<file path="config.mk">
export PLATFORM = sky130hd
export DESIGN_NAME = dual_match_counter
export DESIGN_NICKNAME = d
export VERILOG_FILES = /design/src/rtl/dmc_pkg.sv /design/src/rtl/dmc_ternary_cmp.sv /design/src/rtl/dmc_sat_counter.sv /design/src/rtl/dual_match_counter.sv
export SDC_FILE = /design/constraint.sdc
export NUM_CORES = 1
export LEC_CHECK = 0
export BUFFER_PORTS_ARGS = -buffer_cell sky130_fd_sc_hd__buf_4
export CORE_ASPECT_RATIO = 0.5
export CORE_UTILIZATION = 40
export DETAILED_ROUTE_END_ITERATION = 16
export PLACE_DENSITY = 0.73
export SLEW_MARGIN = 40
export SYNTH_ARGS = -nofsm -noshare
export SYNTH_HDL_FRONTEND = slang
export SYNTH_SLANG_ARGS = --single-unit
</file>
<file path="constraint.sdc">
create_clock -name clk -period 5.8 [get_ports clk]
set_input_delay 0.58 -clock clk [delete_from_list [all_inputs] [get_ports clk]]
set_output_delay 0.58 -clock clk [all_outputs]
set_load 0.005 [all_outputs]
</file>
<file path="src/rtl/dmc_pkg.sv">
package dmc_pkg;
    localparam int NUM_BUS = 2;
    localparam int NUM_CNT = 3;

    typedef enum logic [1:0] {
        EV_A    = 2'd0,
        EV_B    = 2'd1,
        EV_BOTH = 2'd2
    } event_e;
endpackage

</file>
<file path="src/rtl/dmc_ternary_cmp.sv">
module dmc_ternary_cmp #(
    parameter int W = 16
) (
    input  logic [W-1:0] value,
    input  logic [W-1:0] pattern,
    input  logic [W-1:0] mask,
    output logic         hit
);
    logic [W-1:0] diff;

    always_comb begin
        diff = (value ^ pattern) & mask;
        hit  = (diff == '0);
    end
endmodule

</file>
<file path="src/rtl/dmc_sat_counter.sv">
module dmc_sat_counter #(
    parameter int W = 32
) (
    input  logic         clk,
    input  logic         rst,
    input  logic         inc,
    output logic [W-1:0] count
);
    localparam logic [W-1:0] TOP = '1;

    typedef struct packed {
        logic [W-1:0] cnt;
    } state_t;

    state_t st_d, st_q;

    always_comb begin
        st_d = st_q;
        if (rst) begin
            st_d.cnt = '0;
        end else if (inc && st_q.cnt != TOP) begin
            st_d.cnt = st_q.cnt + 1'b1;
        end
    end

    always_ff @(posedge clk) begin
        st_q <= st_d;
    end

    assign count = st_q.cnt;
endmodule

</file>
<file path="src/rtl/dual_match_counter.sv">
module dual_match_counter
    import dmc_pkg::*;
#(
    parameter int DATA_W = 16,
    parameter int CNT_W  = 32
) (
    input  logic              clk,
    input  logic              rst,
    input  logic              enable,
    input  logic [DATA_W-1:0] bus_a,
    input  logic [DATA_W-1:0] bus_b,
    input  logic [DATA_W-1:0] match_pattern,
    input  logic [DATA_W-1:0] match_mask,
    output logic [CNT_W-1:0]  cnt_a,
    output logic [CNT_W-1:0]  cnt_b,
    output logic [CNT_W-1:0]  cnt_both
);
    typedef struct packed {
        logic [DATA_W-1:0] a;
        logic [DATA_W-1:0] b;
        logic              vld;
    } cap_t;

    cap_t cap_d, cap_q;

    // capture stage
    always_comb begin
        cap_d = cap_q;
        if (rst) begin
            cap_d = '0;
        end else begin
            cap_d.a   = bus_a;
            cap_d.b   = bus_b;
            cap_d.vld = 1'b1;
        end
    end

    always_ff @(posedge clk) begin
        cap_q <= cap_d;
    end

    logic [DATA_W-1:0] sel [NUM_BUS];
    logic [NUM_BUS-1:0] hit;

    assign sel[0] = cap_q.a;
    assign sel[1] = cap_q.b;

    for (genvar g = 0; g < NUM_BUS; g++) begin : g_cmp
        dmc_ternary_cmp #(.W(DATA_W)) u_cmp (
            .value   (sel[g]),
            .pattern (match_pattern),
            .mask    (match_mask),
            .hit     (hit[g])
        );
    end

    logic [NUM_CNT-1:0] inc;
    logic [CNT_W-1:0]   cnt_all [NUM_CNT];
    logic               live;

    always_comb begin
        live          = enable & cap_q.vld;
        inc           = '0;
        inc[EV_A]     = live & hit[0];
        inc[EV_B]     = live & hit[1];
        inc[EV_BOTH]  = live & hit[0] & hit[1];
    end

    for (genvar c = 0; c < NUM_CNT; c++) begin : g_cnt
        dmc_sat_counter #(.W(CNT_W)) u_cnt (
            .clk   (clk),
            .rst   (rst),
            .inc   (inc[c]),
            .count (cnt_all[c])
        );
    end

    assign cnt_a    = cnt_all[EV_A];
    assign cnt_b    = cnt_all[EV_B];
    assign cnt_both = cnt_all[EV_BOTH];
endmodule

</file>
# Word-level counts from Yosys, hierarchy flattened
# Index checks and enable logic that the tools add are counted.
totals:
  reg_bits: 129
  inputBits: 67
  out_inout_bits: 96
  wordCells: 26
op_classes:
  addsub: 3
  eq_ne: 3
  n_mux: 1
  n_bitwise: 8
  reduce_logical: 5
ops:
  columns: ["cell", "count"]
  rows:
  - ["$add 32x1->32 const B", 3]
  - ["$ne 32x32->1 const B", 3]
  - ["$and 16x16->16", 2]
  - ["$logic_not 16->1", 2]
  - ["$xor 16x16->16", 2]
  - ["$and 1x1->1", 4]
  - ["$logic_and 1x1->1", 3]
  - ["$mux 1", 1]

# Logic depth before layout (Yosys ltp)
logic_depth:
  ltp_word: 6
  mapped_depth: 10
  ltp_nobuf: 7

# Cells and area by module
# From an unflattened synthesis, not the netlist that was laid out.
unflattened:
  hier_cells: 723
  hier_area_um2: 6363.6
modules_own_cells:
  columns: ["mod", "instances", "cells_each", "area_per_inst_um2", "seq_area_each_um2"]
  rows:
  - ["dmc_sat_counter", 3, 199, 1674.1, 640.6]
  - ["dual_match_counter", 1, 72, 908.4, 660.6]
  - ["dmc_ternary_cmp", 2, 27, 216.5, 0.0]

# Worst setup path before layout
# Ideal clock, no wire load.
synth_path:
  path_type: "input -> register"
  start: "input port match_pattern[7]"
  end: "register g_cnt[0].u_cnt.st_q (netlist bit g_cnt[0].u_cnt.count[25])"
  setup_ns: 0.123
  t_arrival_ns: 2.396
  slack_ns: 3.281
  stages: 8
  path_buffers: 2
  path_cell_list: "xor2_1 a222oi_1 o41ai_1 or3_1 buf_6 buf_6 nor4_2 mux2_1"
synth_via:
  elab_chain_len: 5
synth_rtl:
  columns: ["item", "line_no", "text"]
  rows:
  - ["start, declared", "dual_match_counter.sv:12", "input logic [DATA_W-1:0] match_pattern,"]
  - ["$xor 16x16->16", "dmc_ternary_cmp.sv:12", "diff = (value ^ pattern) & mask;"]
  - ["$and 16x16->16", "dmc_ternary_cmp.sv:12", null]
  - ["$logic_not 16->1", "dmc_ternary_cmp.sv:13", "hit = (diff == '0);"]
  - ["$and 1x1->1", "dual_match_counter.sv:64", "inc[EV_A] = live & hit[0];"]
  - ["$logic_and 1x1->1", "dmc_sat_counter.sv:21", "end else if (inc && st_q.cnt != TOP) begin"]
  - ["end signal, assigned", "dmc_sat_counter.sv:27", "st_q <= st_d;"]
  - ["end, declared", "dmc_sat_counter.sv:15", "state_t st_d, st_q;"]
# Every way passes these cells.
# A chain may end at the register's enable or synchronous reset.

# Final worst setup path
layout_path:
  start: "register g_cnt[1].u_cnt.st_q (netlist bit g_cnt[1].u_cnt.count[0])"
  end: "register g_cnt[1].u_cnt.st_q (netlist bit g_cnt[1].u_cnt.count[26])"
layout_via:
  elab_chain_len: 2
  elab_cells_between_ends: 3
  classes_between: "add/sub (1); eq/ne (1); reduce/logical (1)"
layout_rtl:
  columns: ["item", "line_no"]
  rows:
  - ["start, declared", "dmc_sat_counter.sv:15"]
  - ["start signal, assigned", "dmc_sat_counter.sv:27"]
  - ["branches (longest 2 deep; another with $add 32x1->32)", null]
# Parallel ways; which one is timed is not known.

==> metrics.yaml <==
status:
  status: "complete, no violations"
sta:
  hold_slack_ps: 375.5
  drv_slew: 0
  hold_viol: 0
  setup_slack_ps: 3051
  rsz0062_at_grt: "false"
  finalSetupViolCount: 0
  fin_crit_ps: 2749
  slew_headroom: 0.5051
  tightestPinTransition_ps: 742.4
  clock_skew_ps: 13.26
  max_freq_mhz: 363.8
  finalSetupTns_ps: 0
  post-route-period-util: 0.4739
logic_synthesis:
  synth_edf_count: 0
  synth.most_common_cell: "dfxtp_1"
  synth-seq-cells: 129
  yosys.area.top_type: "dfxtp_1"
  syn-num-nets: 837
  synth_cell_types: 43
  async_flop_share: 0
  muxShareOfSynthArea: 0.05316
  yosysSeqAreaShare: 0.3961
  syn_area_per_cell_um2: 8.501
  synthSimpleGateAreaFrac: 0.3266
  synth_area_leaders: "dfxtp_1, nor2b_1, xor2_1, a21oi_1, nand3_1"
  synth_top_cells_by_count: "dfxtp_1, nor2b_1, a21oi_1, nand3_1, nor2_1"
  synthXorXnorAreaFrac: 0.04702
  synth_compound_area_frac: 0.1363
  synth_top_area_frac: 0.3961
  syn-cell-area_um2: 6520
  ys_warn_count: 0
  synthCells: 767
  synthAdderAreaFrac: 0.005757
  synth_top_family_by_area: "simple AND/OR/NAND/NOR gates"
  ys.flop_type: "dfxtp_1"
floorplanning:
  die_area_um2: 16850
  die_x_um: 182.6
  die_height_um: 92.28
  fp.coreArea_um2: 15660
  std_cell_rows: 32
  start_util: 0.4165
  ios: 163
placement:
  gp_congestion: 0.8083
  place_area_um2: 7889
  pre_cts_slack_ps: 2464
  dp_hpwl_um: 12750
  portBuffers: 162
  dp.cells: 1116
setup_path:
  r2r_start: "g_cnt[1].u_cnt.count[0]"
  cp.required_ps: 6090
  path_max_fanout: 11
  endpoint_kind: "flop"
  crit_type: "reg -> reg"
  cp.arrival_ps: 3040
  worstSetupStartpointType: "flop"
  critPathLaunch: "g_cnt[1].u_cnt.count[0]"
detailed_routing:
  vias: 6336
  viasPerCell: 5.514
  finalWirelength_um: 17890
  wire_per_inst_um: 15.57
  drt_iter0_markers: 491
  first_pass_iters: 5
  antenna_left: 0
  drc: 0
clocking:
  clock-sinks: 129
  cts_inserted_buffers: 17
  htree_levels: 4
  post_cts_buffers: 0
  cts_hold_repair.buffers: 0
  clk_latency_ps: 410
  cts_tree: "built"
  cts-resized-gates: 0
  clock-root-buffer: "clkbuf_16"
  clk_path_buf_depth: 2
  clk_pin_slew_ps: 70
pwr:
  peakVddDrop_mv: 0.2233
  total_power_mw: 2.161
  clkPwrFrac: 0.525
  p_comb_frac: 0.057
  cellInternalPower_mw: 1.647
  seqPwrFrac: 0.418
  p_leak_nw: 3.350
  powerDensity_nw_per_um2: 253.8
  p_switching_mw: 0.5136
  p_sw_frac: 0.2377
global_routing:
  grtUsageTotal: 0.2132
  grt_max_degree: 99
  grt_pass1_vias: 5854
  overflow: 0
  grt_pass1_wl_um: 28970
  antenna_found_initial: 0
finish:
  ff_latch_area_um2: 2582
  nNetsFinal: 985
  post_route_cells_drive_above_1_share: 0.2543
  final_util: 0.5440
  syn2layout_area_growth_pct: 30.61
  fin_cells: 1149
  fin_area_um2: 8516
  fill_cells: 1443
  n_antenna_cell: 0
  multi_input_area_um2: 3720
flow_run:
  cap_violations: 0
worst_hold_path:
  holdCritPathClass: "in -> reg"
  hold_start: "bus_b[3]"
## worst max-delay path, cell delays in order (launching register included)
cell	delay, ps
dfxtp_1	460
ha_1	250
nand4_1	280
nor4_1	510
nand4_1	480
nor3_1	310
mux2_2	360
## path summary, 6_finish.rpt
check	to	slack [ps]	cells after the start
setup / recovery	g_cnt[1].u_cnt.count[26]	3050	6
hold / removal	cap_q[4]	380	2
setup reg to reg	g_cnt[1].u_cnt.count[26]	3050	6
hold reg to reg	g_cnt[1].u_cnt.count[31]	510	2
## layout make-up
| type | instances | share of cell area |
|---|---|---|
| multi-input cells | 586 | 0.4368 |
| clock buffers | 17 | 0.04996 |
| clock inverters | 15 | 0.02307 |
| well taps | 221 | 0.03247 |
| flip-flops and latches | 129 | 0.3033 |
| inverters | 13 | 0.005730 |
| repair buffers | 168 | 0.1487 |
## power by group through the flow
stage	registers, mW	clock network [mW]	logic (mW)
after global routing	0.904	1.19	0.134
after global placement	0.923	0	0.118
after floorplan	0.922	0	0.0623
after detailed placement	0.924	0	0.121
after CTS	0.904	1.15	0.122
final	0.904	1.14	0.122
## placed cells by master (no fill, tap or decap), types with 2 or more instances in the layout
| master | synthesis | final |
|---|---|---|
| buf_4 | 0 | 165 |
| dfxtp_1 | 129 | 129 |
| nor2b_1 | 62 | 62 |
| a21oi_1 | 59 | 59 |
| nand3_1 | 56 | 56 |
| nor2_1 | 54 | 53 |
| or3_1 | 35 | 35 |
| o21ai_0 | 35 | 35 |
| nand4_1 | 35 | 35 |
| xor2_1 | 34 | 34 |
| nand2_1 | 33 | 32 |
| mux2_2 | 21 | 21 |
| and4_1 | 20 | 19 |
| a22oi_1 | 19 | 19 |
| and3_1 | 18 | 18 |
| clkbuf_16 | 0 | 17 |
| o31ai_1 | 16 | 16 |
| or4_1 | 14 | 14 |
| inv_1 | 13 | 13 |
| nor4_1 | 11 | 11 |
| nor3_1 | 12 | 11 |
| mux2_1 | 8 | 8 |
| and2_1 | 7 | 7 |
| o41ai_1 | 6 | 6 |
| a31o_2 | 5 | 5 |
| inv_6 | 0 | 5 |
| clkinv_4 | 0 | 4 |
| nand4b_1 | 3 | 3 |
| nor4_2 | 3 | 3 |
| ha_1 | 3 | 3 |
| bufinv_16 | 0 | 3 |
| mux2i_1 | 2 | 2 |
| or2_2 | 2 | 2 |
| o211ai_1 | 2 | 2 |
| inv_8 | 0 | 2 |
| buf_6 | 3 | 2 |
## sequential cells by signal, summed over array words and instances (netlist names)
name,flops
cap_q,33
g_cnt.u_cnt.count,96
## layer usage
layer / GRT usage / vias up / wire length [µm]
met5: 0 / - / 0
met4: 0.05602 / 0 / 89
met3: 0.04448 / 8 / 966
met2: 0.3540 / 168 / 8432
met1: 0.2809 / 3026 / 8399
li1: - / 3134 / -
## cell families after synthesis
| logic type | count (synthesis) |
|---|---|
| DFF | 129 |
| buffers and inverters | 52 |
| adders and majority gates | 3 |
| and+or+nand+nor | 370 |
| xor gates and xnor gates | 35 |
| AOI/OAI and AO/OA | 147 |
| muxes | 31 |
No activity file was read; power rests on OpenSTA's default activity.
